<file path="config.mk">
export PLATFORM = sky130hd
export DESIGN_NAME = lp_wake_debouncer
export DESIGN_NICKNAME = d
export VERILOG_FILES = /design/src/rtl/lpdb_pkg.sv /design/src/rtl/lpdb_sync.sv /design/src/rtl/lpdb_channel.sv /design/src/rtl/lpdb_status.sv /design/src/rtl/lp_wake_debouncer.sv
export SDC_FILE = /design/constraint.sdc
export NUM_CORES = 1
export LEC_CHECK = 0
export ABC_CLOCK_PERIOD_IN_PS = 6250
export BUFFER_PORTS_ARGS = -buffer_cell sky130_fd_sc_hd__buf_2
export CELL_PAD_IN_SITES_DETAIL_PLACEMENT = 1
export CELL_PAD_IN_SITES_GLOBAL_PLACEMENT = 1
export CORE_MARGIN = 3
export CORE_UTILIZATION = 38
export CTS_CLUSTER_DIAMETER = 100
export DETAILED_ROUTE_END_ITERATION = 10
export GPL_TIMING_DRIVEN = 0
export PLACE_DENSITY = 0.67
export SLEW_MARGIN = 15
export SYNTH_ARGS = -nofsm -noshare
export SYNTH_HDL_FRONTEND = slang
export SYNTH_SLANG_ARGS = --single-unit
export TNS_END_PERCENT = 5
</file>
<file path="constraint.sdc">
create_clock -name clk_i -period 6.25 [get_ports clk_i]
set_input_delay 0 -clock clk_i [delete_from_list [all_inputs] [get_ports clk_i]]
set_output_delay 0 -clock clk_i [all_outputs]
set_load 0.1 [all_outputs]
</file>
<file path="src/rtl/lpdb_pkg.sv">
package lpdb_pkg;

  typedef enum logic [1:0] {
    ST_IDLE  = 2'd0,
    ST_COUNT = 2'd1,
    ST_HELD  = 2'd2
  } ch_state_e;

  // period code k selects k+1 qualifying ticks
  function automatic int unsigned ticks_for_code(input int unsigned code);
    return code + 1;
  endfunction

endpackage

</file>
<file path="src/rtl/lpdb_sync.sv">
module lpdb_sync #(
  parameter int unsigned WIDTH = 2
) (
  input  logic             clk_i,
  input  logic             rst_ni,
  input  logic [WIDTH-1:0] d_i,
  output logic [WIDTH-1:0] q_o
);

  logic [WIDTH-1:0] meta_q;
  logic [WIDTH-1:0] sync_q;

  always_ff @(posedge clk_i or negedge rst_ni) begin
    if (!rst_ni) begin
      meta_q <= '0;
      sync_q <= '0;
    end else begin
      meta_q <= d_i;
      sync_q <= meta_q;
    end
  end

  assign q_o = sync_q;

endmodule

</file>
<file path="src/rtl/lpdb_channel.sv">
module lpdb_channel
  import lpdb_pkg::*;
#(
  parameter int unsigned PERIOD_W = 3
) (
  input  logic                clk_i,
  input  logic                rst_ni,
  input  logic                tick_i,
  input  logic                active_i,
  input  logic                enable_i,
  input  logic [PERIOD_W-1:0] period_i,
  output logic                evt_o
);

  localparam int unsigned CNT_W = PERIOD_W + 1;

  ch_state_e         state_q, state_d;
  logic [CNT_W-1:0]  cnt_q, cnt_d;
  logic [CNT_W-1:0]  cnt_inc;
  logic [CNT_W-1:0]  need;
  logic              evt_q, evt_d;
  logic              armed;

  assign armed   = enable_i && (period_i != '0);
  assign need    = CNT_W'(ticks_for_code(int'(period_i)));
  assign cnt_inc = cnt_q + 1'b1;

  always_comb begin
    state_d = state_q;
    cnt_d   = cnt_q;
    evt_d   = 1'b0;
    if (!armed || !active_i) begin
      state_d = ST_IDLE;
      cnt_d   = '0;
    end else if (state_q != ST_HELD && tick_i) begin
      if (cnt_inc >= need) begin
        evt_d   = 1'b1;
        state_d = ST_HELD;
        cnt_d   = '0;
      end else begin
        cnt_d   = cnt_inc;
        state_d = ST_COUNT;
      end
    end
  end

  always_ff @(posedge clk_i or negedge rst_ni) begin
    if (!rst_ni) begin
      state_q <= ST_IDLE;
      cnt_q   <= '0;
      evt_q   <= 1'b0;
    end else begin
      state_q <= state_d;
      cnt_q   <= cnt_d;
      evt_q   <= evt_d;
    end
  end

  assign evt_o = evt_q;

  assert_evt_on_tick_R1: assert property (@(posedge clk_i) disable iff (!rst_ni)
    evt_q |-> $past(tick_i));

  assert_no_evt_disarmed_R2: assert property (@(posedge clk_i) disable iff (!rst_ni)
    !armed |=> !evt_q);

  assert_single_pulse_R3: assert property (@(posedge clk_i) disable iff (!rst_ni)
    evt_q |=> !evt_q);

  assert_cnt_restart_R6: assert property (@(posedge clk_i) disable iff (!rst_ni)
    !active_i |=> (cnt_q == '0));

  assert_held_quiet_R7: assert property (@(posedge clk_i) disable iff (!rst_ni)
    (state_q == ST_HELD && active_i && armed) |=> !evt_q);

endmodule

</file>
<file path="src/rtl/lpdb_status.sv">
module lpdb_status #(
  parameter int unsigned NUM_PINS = 2
) (
  input  logic                clk_i,
  input  logic                rst_ni,
  input  logic [NUM_PINS-1:0] evt_i,
  input  logic                rd_i,
  input  logic                clr_en_i,
  output logic [NUM_PINS-1:0] status_o,
  output logic                wake_o,
  output logic                bkp_clr_o
);

  logic [NUM_PINS-1:0] sticky_q;
  logic [NUM_PINS-1:0] sticky_d;

  // a coincident event wins over the read
  assign sticky_d = (sticky_q & ~{NUM_PINS{rd_i}}) | evt_i;

  always_ff @(posedge clk_i or negedge rst_ni) begin
    if (!rst_ni) sticky_q <= '0;
    else         sticky_q <= sticky_d;
  end

  assign status_o  = sticky_q;
  assign wake_o    = |evt_i;
  assign bkp_clr_o = clr_en_i & (|evt_i);

  for (genvar i = 0; i < NUM_PINS; i++) begin : g_chk
    assert_status_set_R4: assert property (@(posedge clk_i) disable iff (!rst_ni)
      evt_i[i] |=> sticky_q[i]);
    assert_status_clr_R4: assert property (@(posedge clk_i) disable iff (!rst_ni)
      (rd_i && !evt_i[i]) |=> !sticky_q[i]);
  end

  assert_clr_single_R5: assert property (@(posedge clk_i) disable iff (!rst_ni)
    bkp_clr_o |=> !bkp_clr_o);

endmodule

</file>
<file path="src/rtl/lp_wake_debouncer.sv">
module lp_wake_debouncer #(
  parameter int unsigned NUM_PINS = 2,
  parameter int unsigned PERIOD_W = 3
) (
  input  logic                clk_i,
  input  logic                rst_ni,
  input  logic                tick_i,
  input  logic [NUM_PINS-1:0] pin_i,
  input  logic [NUM_PINS-1:0] pol_i,
  input  logic [NUM_PINS-1:0] pin_en_i,
  input  logic [PERIOD_W-1:0] period_i,
  input  logic                clr_en_i,
  input  logic                status_rd_i,
  output logic                wake_o,
  output logic [NUM_PINS-1:0] status_o,
  output logic                bkp_clr_o
);

  logic [NUM_PINS-1:0] pin_s;
  logic [NUM_PINS-1:0] active;
  logic [NUM_PINS-1:0] evt;

  lpdb_sync #(.WIDTH(NUM_PINS)) u_sync (
    .clk_i  (clk_i),
    .rst_ni (rst_ni),
    .d_i    (pin_i),
    .q_o    (pin_s)
  );

  assign active = ~(pin_s ^ pol_i);

  for (genvar i = 0; i < NUM_PINS; i++) begin : g_ch
    lpdb_channel #(.PERIOD_W(PERIOD_W)) u_ch (
      .clk_i    (clk_i),
      .rst_ni   (rst_ni),
      .tick_i   (tick_i),
      .active_i (active[i]),
      .enable_i (pin_en_i[i]),
      .period_i (period_i),
      .evt_o    (evt[i])
    );
  end

  lpdb_status #(.NUM_PINS(NUM_PINS)) u_status (
    .clk_i     (clk_i),
    .rst_ni    (rst_ni),
    .evt_i     (evt),
    .rd_i      (status_rd_i),
    .clr_en_i  (clr_en_i),
    .status_o  (status_o),
    .wake_o    (wake_o),
    .bkp_clr_o (bkp_clr_o)
  );

  assert_clr_needs_wake_R5: assert property (@(posedge clk_i) disable iff (!rst_ni)
    bkp_clr_o |-> (wake_o && clr_en_i));

  assert_wake_enabled_R2: assert property (@(posedge clk_i) disable iff (!rst_ni)
    wake_o |-> ($past(pin_en_i) != '0));

endmodule

</file>
==> impl_table.tex, run 1 <==
\begin{tabular}{lr}
\hline
Metric & Value \\
\hline
\multicolumn{2}{l}{\textbf{Placement}} \\
Count of buffers from port buffering & 17 \\
Half-perimeter wire length of the detailed placement result & 2078 µm \\
Post-Place Worst Slack & 3.965 ns \\
Post-DP Area & 1306 µm² \\
RD Place Congestion & 0.7857 \\
\multicolumn{2}{l}{\textbf{Global route}} \\
GRT Overall Usage & 16.29\% \\
Total overflow reported by the global router & 0 \\
Wire length of the first global-routing pass & 4519 µm \\
Largest net degree at the start of global routing & 21 \\
Antenna violations before repair & 0 \\
Vias in the first global route & 997 \\
\multicolumn{2}{l}{\textbf{Routing}} \\
Iteration-0 DRC count of the detailed router & 27 \\
DRC violation count after routing & 0 \\
DR pass1 iterations & 4 \\
Count of nets left with antenna violations after detail routing & 0 \\
Total number of vias & 928 \\
Detailed-route wire length & 2646 µm \\
Average wire length per cell after detail routing & 16.23 µm \\
Vias per cell & 5.693 \\
\multicolumn{2}{l}{\textbf{STA}} \\
Time the worst path needs with I/O delays and setup & 2.285 ns \\
Worst setup margin & 3.965 ns \\
Transition at the pin with the smallest max-transition slack & 0.5965 ns \\
Highest clock rate & 437.7 MHz \\
Number of hold violations in the final report & 0 \\
Count of final max-slew check failures & 0 \\
RSZ-0062 raised after global routing & no \\
Layout Skew & 0.009049 ns \\
Number of failing setup endpoints in the final timing report & 0 \\
Final worst-path cycle share & 36.55\% \\
Remaining max-slew budget at the tightest pin & 59.97\% \\
Final TNS setup & 0 ns \\
\multicolumn{2}{l}{\textbf{Layout}} \\
Number of nets at the end of the flow & 158 \\
Ant. Diodes & 0 \\
Fill cell total of the finished layout & 321 \\
Design Area, Final & 1379 µm² \\
Multi-input gate area in the final layout & 644.4 µm² \\
Layout overhead on the synthesized area & 16.61\% \\
Sequential cell area & 500.5 µm² \\
Proportion of layout cells with a drive suffix above 1 & 24.24\% \\
\multicolumn{2}{l}{\textbf{Pwr}} \\
Largest vdd supply drop & 0.0001000 V \\
Static Leakage & 0.6917 nW \\
Power per standard cell area & 186.1 nW/µm² \\
\multicolumn{2}{l}{\textbf{Synthesis}} \\
Post-Syn Area & 1182 µm² \\
Post-synthesis simple-gate area fraction & 14.71\% \\
Adder-cell area share of the yosys netlist & 12.49\% \\
Compound-Gate Fraction of Synth Area & 20.85\% \\
Count of distinct cell types in the synthesized netlist & 31 \\
Mux cell area share after synthesis & 0\% \\
Sequential-to-total area share from yosys stat & 42.33\% \\
Combinational family with the most area after synthesis & compound AO/OA/AOI/OAI gates \\
Syn. warnings & 0 \\
Synth Area per Inst & 11.05 µm² \\
Gate Count Post-Synth & 107 \\
Count of state elements after synthesis & 20 \\
Syn nets & 131 \\
Fraction of synthesized cell area in xor and xnor cells & 6.455\% \\
\multicolumn{2}{l}{\textbf{Worst setup path}} \\
Critical path's top delay family & adder cells \\
Sort of element at the end of the critical path & register \\
WP data arrival & 2.53 ns \\
Worst path bufs/invs & 0 \\
CP peak stage delay & 0.45 ns \\
Required time at the worst-slack endpoint & 6.50 ns \\
Crit path max fanout & 6 \\
Cell Chain, Critical Path & ha\_1 > ha\_1 > a21o\_1 > maj3\_2 > a2111oi\_1 > o31a\_1 \\
Worst-path cell with the longest stage delay & dfrtp\_1 \\
Most prevalent standard cell on the critical path & ha\_1 \\
Crit Path Class & reg -> reg \\
Crit start category & register \\
\multicolumn{2}{l}{\textbf{Die}} \\
Horizontal extent of the die & 61.78 µm \\
Die boundary height & 61.78 µm \\
Core outline area & 2853 µm² \\
Initial core utilization & 41.45\% \\
Total die area & 3817 µm² \\
Number of placed I/O pins & 18 \\
Standard-cell row count & 19 \\
\multicolumn{2}{l}{\textbf{Clock network}} \\
CTS tree & yes \\
Sinks on Clock Net & 20 \\
Post-CTS Setup Bufs & 0 \\
Clock Pin Slew Worst Setup and Hold Paths & 0.11 ns \\
Clk Latency, worst-skew pair & 0.30 ns \\
Longest Clk Path Bufs & 2 \\
TritonCTS buffer count & 3 \\
Cell chosen for the clock root & clkbuf\_4 \\
Number of H-tree levels & 1 \\
\multicolumn{2}{l}{\textbf{Worst hold path}} \\
Hold WC Path Type & in -> reg \\
\multicolumn{2}{l}{\textbf{Flow run}} \\
Maxcap violations & 0 \\
\multicolumn{2}{l}{\textbf{Status}} \\
Outcome & complete, no violations \\
\hline
\end{tabular}
path summary, 6_finish.rpt:
| check | start | to | slack (ns) | cells after the start |
|---|---|---|---|---|
| max in group asynchronous | rst_ni | u_sync.q_o[0] | 5.76 | 2 |
| worst min register to register | u_sync.meta_q[0] | u_sync.q_o[0] | 0.36 | 0 |
| worst max-delay path | g_ch[1].u_ch.cnt_q[0] | g_ch[1].u_ch.cnt_q[2] | 3.97 | 6 |
| worst min-delay path | pin_en_i[0] | g_ch[0].u_ch.cnt_q[1] | 0.02 | 3 |
| worst max register to register | g_ch[1].u_ch.cnt_q[0] | g_ch[1].u_ch.cnt_q[2] | 3.97 | 6 |
| min in group asynchronous | rst_ni | u_status.status_o[1] | 0.17 | 2 |
stage by stage:
step	cells	power, mW	util [%]	hold WS [ns]
floorplan	107	0.1783	-	-0.2956
global placement	155	0.1941	45.79	-0.01448
detailed placement	155	0.1968	45.79	-0.01048
CTS	163	0.2627	48.33	0.009831
global route	163	0.2733	48.33	0.02224
finish	163	0.2566	48.33	0.02064
layout by cell type (no fill, tap or decap), types with 2 or more instances in the layout:
cell	Yosys	layout
maj3_2	2	2
dfrtp_1	20	20
o31a_1	2	2
xnor2_1	3	3
a221oi_1	2	2
nand2b_1	3	3
nor3_1	2	2
nand2_1	4	4
or4_1	2	2
and2_1	3	3
and3_1	2	2
a2111o_1	2	2
o21ai_1	2	2
clkbuf_4	0	3
ha_1	10	10
xnor2_2	2	2
a2111oi_1	2	2
a31o_1	2	2
inv_1	10	10
o211a_1	2	2
nand3_2	2	2
a21o_1	4	4
dlygate4sd3_1	0	5
o31ai_2	2	2
xor2_1	2	2
buf_2	0	17
nand3_1	7	7
a2111oi_0	2	2
a21oi_1	6	6
power breakdown:
group	leakage, nW	internal, mW	switching (mW)
logic	0.410	0.0221	0.0359
registers	0.268	0.134	0.00350
clock network	0.0138	0.0225	0.0385
Yosys cell counts, drive strengths merged:
cell	number	area share, %
and2	3	1.6
nand2	4	1.3
a2111o	2	1.9
a211o	2	1.6
o31a	2	1.5
ha	10	11
nand2b	4	2.8
a221oi	2	1.5
dfrtp	20	42
a2111oi	4	3.2
maj3	2	1.9
xor2	2	1.5
nand3	9	4.7
and3	2	1.1
a31o	2	1.5
o21ai	2	0.85
nor3	2	0.85
xnor2	5	5.0
a21o	4	2.5
or4	2	1.3
o211a	2	1.7
a21oi	6	2.5
or2b	1	0.74
inv	10	3.2
o31ai	2	2.1
or2	1	0.53
registers in the layout, indices dropped and copies added (netlist names):
register           count
g_ch.u_ch.evt_o        2
u_sync.meta_q          2
u_status.status_o      2
u_sync.q_o             2
g_ch.u_ch.state_q      4
g_ch.u_ch.cnt_q        8
layer usage:
layer	GRT usage [%]	up-vias	wire, µm
met5	0	-	0
met2	28.55	23	1352
met4	5.455	0	23
met3	2.686	2	90
li1	-	448	-
met1	20.23	455	1179
cell type report:
class / instances / area share [%]
sequential: 20 / 36.30
multi-input combinational: 77 / 46.73
timing repair buffer: 22 / 9.800
tap: 31 / 2.813
inverter: 10 / 2.722
clock buffer: 3 / 1.633
repair_timing:
item / in CTS / in global routing
setup endpoints to repair: 0 / 0
hold buffers: 5 / 0
endpoints found under the hold margin: 26 / 0
gates resized for setup: 0 / 0
worst min-delay path: stages:
cell and delay, ns:
buf_2 0.11, nand3_2 0.12, a21oi_1 0.06
logic make-up after synthesis:
logic type	after synthesis
compound gates	30
simple gates	28
flops	20
fa+ha+maj	12
buf+inv	10
xor+xnor	7
Note: power is estimated with default switching activity, not from simulation.
==> run 2, diff against run 1 <==
--- a/config.mk
+++ b/config.mk
@@ -5,7 +5,7 @@
 export SDC_FILE = /design/constraint.sdc
 export NUM_CORES = 1
 export LEC_CHECK = 0
-export ABC_CLOCK_PERIOD_IN_PS = 6250
+export ABC_CLOCK_PERIOD_IN_PS = 1840
 export BUFFER_PORTS_ARGS = -buffer_cell sky130_fd_sc_hd__buf_2
 export CELL_PAD_IN_SITES_DETAIL_PLACEMENT = 1
 export CELL_PAD_IN_SITES_GLOBAL_PLACEMENT = 1
@@ -14,7 +14,7 @@
 export CTS_CLUSTER_DIAMETER = 100
 export DETAILED_ROUTE_END_ITERATION = 10
 export GPL_TIMING_DRIVEN = 0
-export PLACE_DENSITY = 0.67
+export PLACE_DENSITY = 0.7
 export SLEW_MARGIN = 15
 export SYNTH_ARGS = -nofsm -noshare
 export SYNTH_HDL_FRONTEND = slang
==> constraint.sdc (replaced) <==
create_clock -name clk_i -period 1.84 [get_ports clk_i]
set_input_delay 0 -clock clk_i [delete_from_list [all_inputs] [get_ports clk_i]]
set_output_delay 0 -clock clk_i [all_outputs]
set_load 0.1 [all_outputs]
==> run 2 against run 1 <==
Compared with the run above:
- final cell count rose by 3.7%
- the flow now finishes with violations (setup timing)
- via count increased by 4.3%
- critical endpoint is now g_ch[0].u_ch.cnt_q[0]
- clock-buffer cell count is 1 higher
- fmax increased by 5.0%
==> impl_table.tex, run 2 (synthesized netlist as in run 1, its figures left out) <==
\begin{tabular}{lr}
\hline
Metric & Value \\
\hline
\multicolumn{2}{l}{\textbf{Status}} \\
Outcome & finished, violations left \\
Violated checks & setup timing \\
\multicolumn{2}{l}{\textbf{Worst setup path}} \\
Required time at the worst-slack endpoint & 2.07 ns (-4.43 ns) \\
Worst path bufs/invs & 0 (unchanged) \\
Worst-path cell with the longest stage delay & dfrtp\_1 \\
Crit path max fanout & 6 (unchanged) \\
Crit start category & register \\
Crit Path Class & reg -> reg \\
CP peak stage delay & 0.41 ns (-0.04 ns) \\
WP data arrival & 2.40 ns (-0.13 ns) \\
Most prevalent standard cell on the critical path & ha\_1 \\
Cell Chain, Critical Path & ha\_1 > ha\_1 > a21o\_1 > maj3\_2 > a211o\_2 > o31ai\_2 \\
Sort of element at the end of the critical path & register \\
Critical path's top delay family & adder cells \\
\multicolumn{2}{l}{\textbf{Clock network}} \\
Number of H-tree levels & 1 (unchanged) \\
Sinks on Clock Net & 20 (unchanged) \\
Longest Clk Path Bufs & 2 (unchanged) \\
TritonCTS buffer count & 3 (unchanged) \\
CTS tree & yes \\
Cell chosen for the clock root & clkbuf\_4 \\
Clk Latency, worst-skew pair & 0.31 ns (about the same) \\
Clock Pin Slew Worst Setup and Hold Paths & 0.12 ns (about the same) \\
\multicolumn{2}{l}{\textbf{Die}} \\
Standard-cell row count & 19 (unchanged) \\
Initial core utilization & 41.45\% (unchanged) \\
Total die area & 3817 µm² (unchanged) \\
Die boundary height & 61.78 µm (unchanged) \\
Core outline area & 2853 µm² (unchanged) \\
Number of placed I/O pins & 18 (unchanged) \\
Horizontal extent of the die & 61.78 µm (unchanged) \\
\multicolumn{2}{l}{\textbf{Global route}} \\
Vias in the first global route & 1,062 (+6.5\%) \\
Total overflow reported by the global router & 0 (unchanged) \\
Wire length of the first global-routing pass & 4802 µm (+6.3\%) \\
Largest net degree at the start of global routing & 21 (unchanged) \\
Antenna violations before repair & 0 (unchanged) \\
GRT Overall Usage & 17.48\% (+1.2 points) \\
\multicolumn{2}{l}{\textbf{STA}} \\
Highest clock rate & 459.6 MHz (+5.0\%) \\
RSZ-0062 raised after global routing & yes \\
Number of failing setup endpoints in the final timing report & 14 (+14) \\
Count of final max-slew check failures & 0 (unchanged) \\
Final worst-path cycle share & 118.2\% (+82 points) \\
Remaining max-slew budget at the tightest pin & 55.40\% (-4.6 points) \\
Layout Skew & 0.004332 ns (-0.004717 ns) \\
Transition at the pin with the smallest max-transition slack & 0.6646 ns (+0.06812 ns) \\
Worst setup margin & -0.3357 ns (-4.301 ns) \\
Hold Worst Slack & 0.002934 ns (-0.01771 ns) \\
Number of hold violations in the final report & 0 (unchanged) \\
Time the worst path needs with I/O delays and setup & 2.176 ns (-0.1088 ns) \\
Final TNS setup & -3.015 ns (-3.015 ns) \\
\multicolumn{2}{l}{\textbf{Placement}} \\
RD Place Congestion & 0.7672 (-2.4\%) \\
Post-Place Worst Slack & -0.3688 ns (-4.334 ns) \\
Count of buffers from port buffering & 17 (unchanged) \\
Post-DP Area & 1329 µm² (+1.7\%) \\
Half-perimeter wire length of the detailed placement result & 2027 µm (-2.5\%) \\
\multicolumn{2}{l}{\textbf{Layout}} \\
Design Area, Final & 1493 µm² (+8.3\%) \\
Ant. Diodes & 0 (unchanged) \\
Largest registers & g\_ch.u\_ch.cnt\_q: 8 flops, g\_ch.u\_ch.state\_q: 4 flops \\
Layout overhead on the synthesized area & 26.24\% \\
Most common library cell in the layout ignoring fill and taps & dfrtp\_1 \\
Number of flip-flops under the largest register name & 8 (unchanged) \\
Proportion of layout cells with a drive suffix above 1 & 33.33\% (+9.1 points) \\
Commonest non-fill, non-tap cells in the layout & 20 x dfrtp\_1, 17 x buf\_2, 10 x inv\_1 \\
Register with the highest flop count & g\_ch.u\_ch.cnt\_q \\
Number of nets at the end of the flow & 163 (+3.2\%) \\
\multicolumn{2}{l}{\textbf{Pwr}} \\
Proportion of power drawn by combinational gates & 23.6\% (+1.0 points) \\
P\_int & 0.6661 mW (+270\%) \\
Static Leakage & 0.7306 nW (+5.6\%) \\
Relative contribution of the clock network to total power & 27.9\% (+4.1 points) \\
Fraction of power spent switching nets & 30.54\% (+0.17 points) \\
Flop pwr share & 48.5\% (-5.1 points) \\
Largest vdd supply drop & 0.0003863 V (+290\%) \\
Power per standard cell area & 642.4 nW/µm² (+250\%) \\
Switching power & 0.2928 mW (+280\%) \\
\multicolumn{2}{l}{\textbf{Routing}} \\
Iteration-0 DRC count of the detailed router & 33 (+22\%) \\
Vias per cell & 5.728 (+0.61\%) \\
Met3 layer wire length in the routed design & 79 µm (-12\%) \\
Met2 routed wirelength & 1461 µm (+8.1\%) \\
Average wire length per cell after detail routing & 16.72 µm (+3.0\%) \\
Detailed-route wire length & 2826 µm (+6.8\%) \\
DR pass1 iterations & 2 (-2) \\
Total number of vias & 968 (+4.3\%) \\
Count of nets left with antenna violations after detail routing & 0 (unchanged) \\
DR top layer & met4 \\
DRC violation count after routing & 0 (unchanged) \\
WL met1 & 1243 µm (+5.4\%) \\
\multicolumn{2}{l}{\textbf{Worst hold path}} \\
Hold WC Path Type & in -> reg \\
\multicolumn{2}{l}{\textbf{Flow run}} \\
Maxcap violations & 0 (unchanged) \\
\hline
\end{tabular}
[run 2: cell types whose count changed in the layout (fill, tap and decap cells not counted), moves of 2 or more]
cell	previous run	this run
a2111oi_2	0	4
buf_4	0	4
a2111oi_0	2	0
a2111oi_1	2	0
ha_1	10	8
ha_4	0	2
[run 2: area by class of cell]
cell class	count	area, µm²
Multi-Input combinational cell	77	703.2
Inverter	10	37.54
Clock buffer	4	36.28
Sequential cell	20	500.5
Timing Repair Buffer	27	176.4
Tap cell	31	38.79
Fill cell	323	1360
[run 2: power groups by stage]
stage          registers [mW]  logic [mW]  clock network [mW]
3_5_place_dp            0.476       0.198                   0
2_1_floorplan           0.491       0.120                   0
3_3_place_gp            0.475       0.189                   0
5_1_grt                 0.468       0.247               0.296
6_report                0.465       0.226               0.267
4_1_cts                 0.465       0.227               0.278
[run 2: path summary, 6_finish.rpt]
check                      slack (ns)  cells after the start                     to             startpoint
max                             -0.34                      6  g_ch[0].u_ch.cnt_q[0]  g_ch[0].u_ch.cnt_q[1]
min                             0.003                      3  g_ch[0].u_ch.cnt_q[1]            pin_en_i[0]
max reg2reg                     -0.34                      6  g_ch[0].u_ch.cnt_q[0]  g_ch[0].u_ch.cnt_q[1]
min reg2reg                      0.37                      0          u_sync.q_o[1]       u_sync.meta_q[1]
max in group asynchronous        1.36                      2  g_ch[1].u_ch.cnt_q[0]                 rst_ni
min in group asynchronous        0.16                      2  g_ch[0].u_ch.cnt_q[2]                 rst_ni
[run 2: per-stage QoR]
stage | cells | utilization, % | power [mW]
2_1_floorplan | 107 | - | 0.6110
3_3_place_gp | 155 | 46.58 | 0.6642
3_5_place_dp | 155 | 46.58 | 0.6742
4_1_cts | 169 | 52.32 | 0.9700
5_1_grt | 169 | 52.32 | 1.011
6_report | 169 | 52.32 | 0.9590
[run 2: repair_timing]
| action | CTS | global route |
|---|---|---|
| endpoints found under the hold margin | 25 | 0 |
| pin swaps | 3 | 0 |
| buffers inserted | 5 | 0 |
| resized for setup | 5 | 0 |
| endpoints found under the setup margin | 14 | 14 |
| cloned | 0 | 0 |
| hold buffers | 5 | 0 |
[run 2: worst min-delay path: stages]
cell and delay (ns):
buf_2 0.11, nand3_2 0.12, a21oi_1 0.05
[run 2: metal layers]
metal,vias up,global-route usage (%)
li1,464,-
met1,483,21.94
met4,0,7.273
met2,17,29.90
met3,4,2.686
met5,-,0
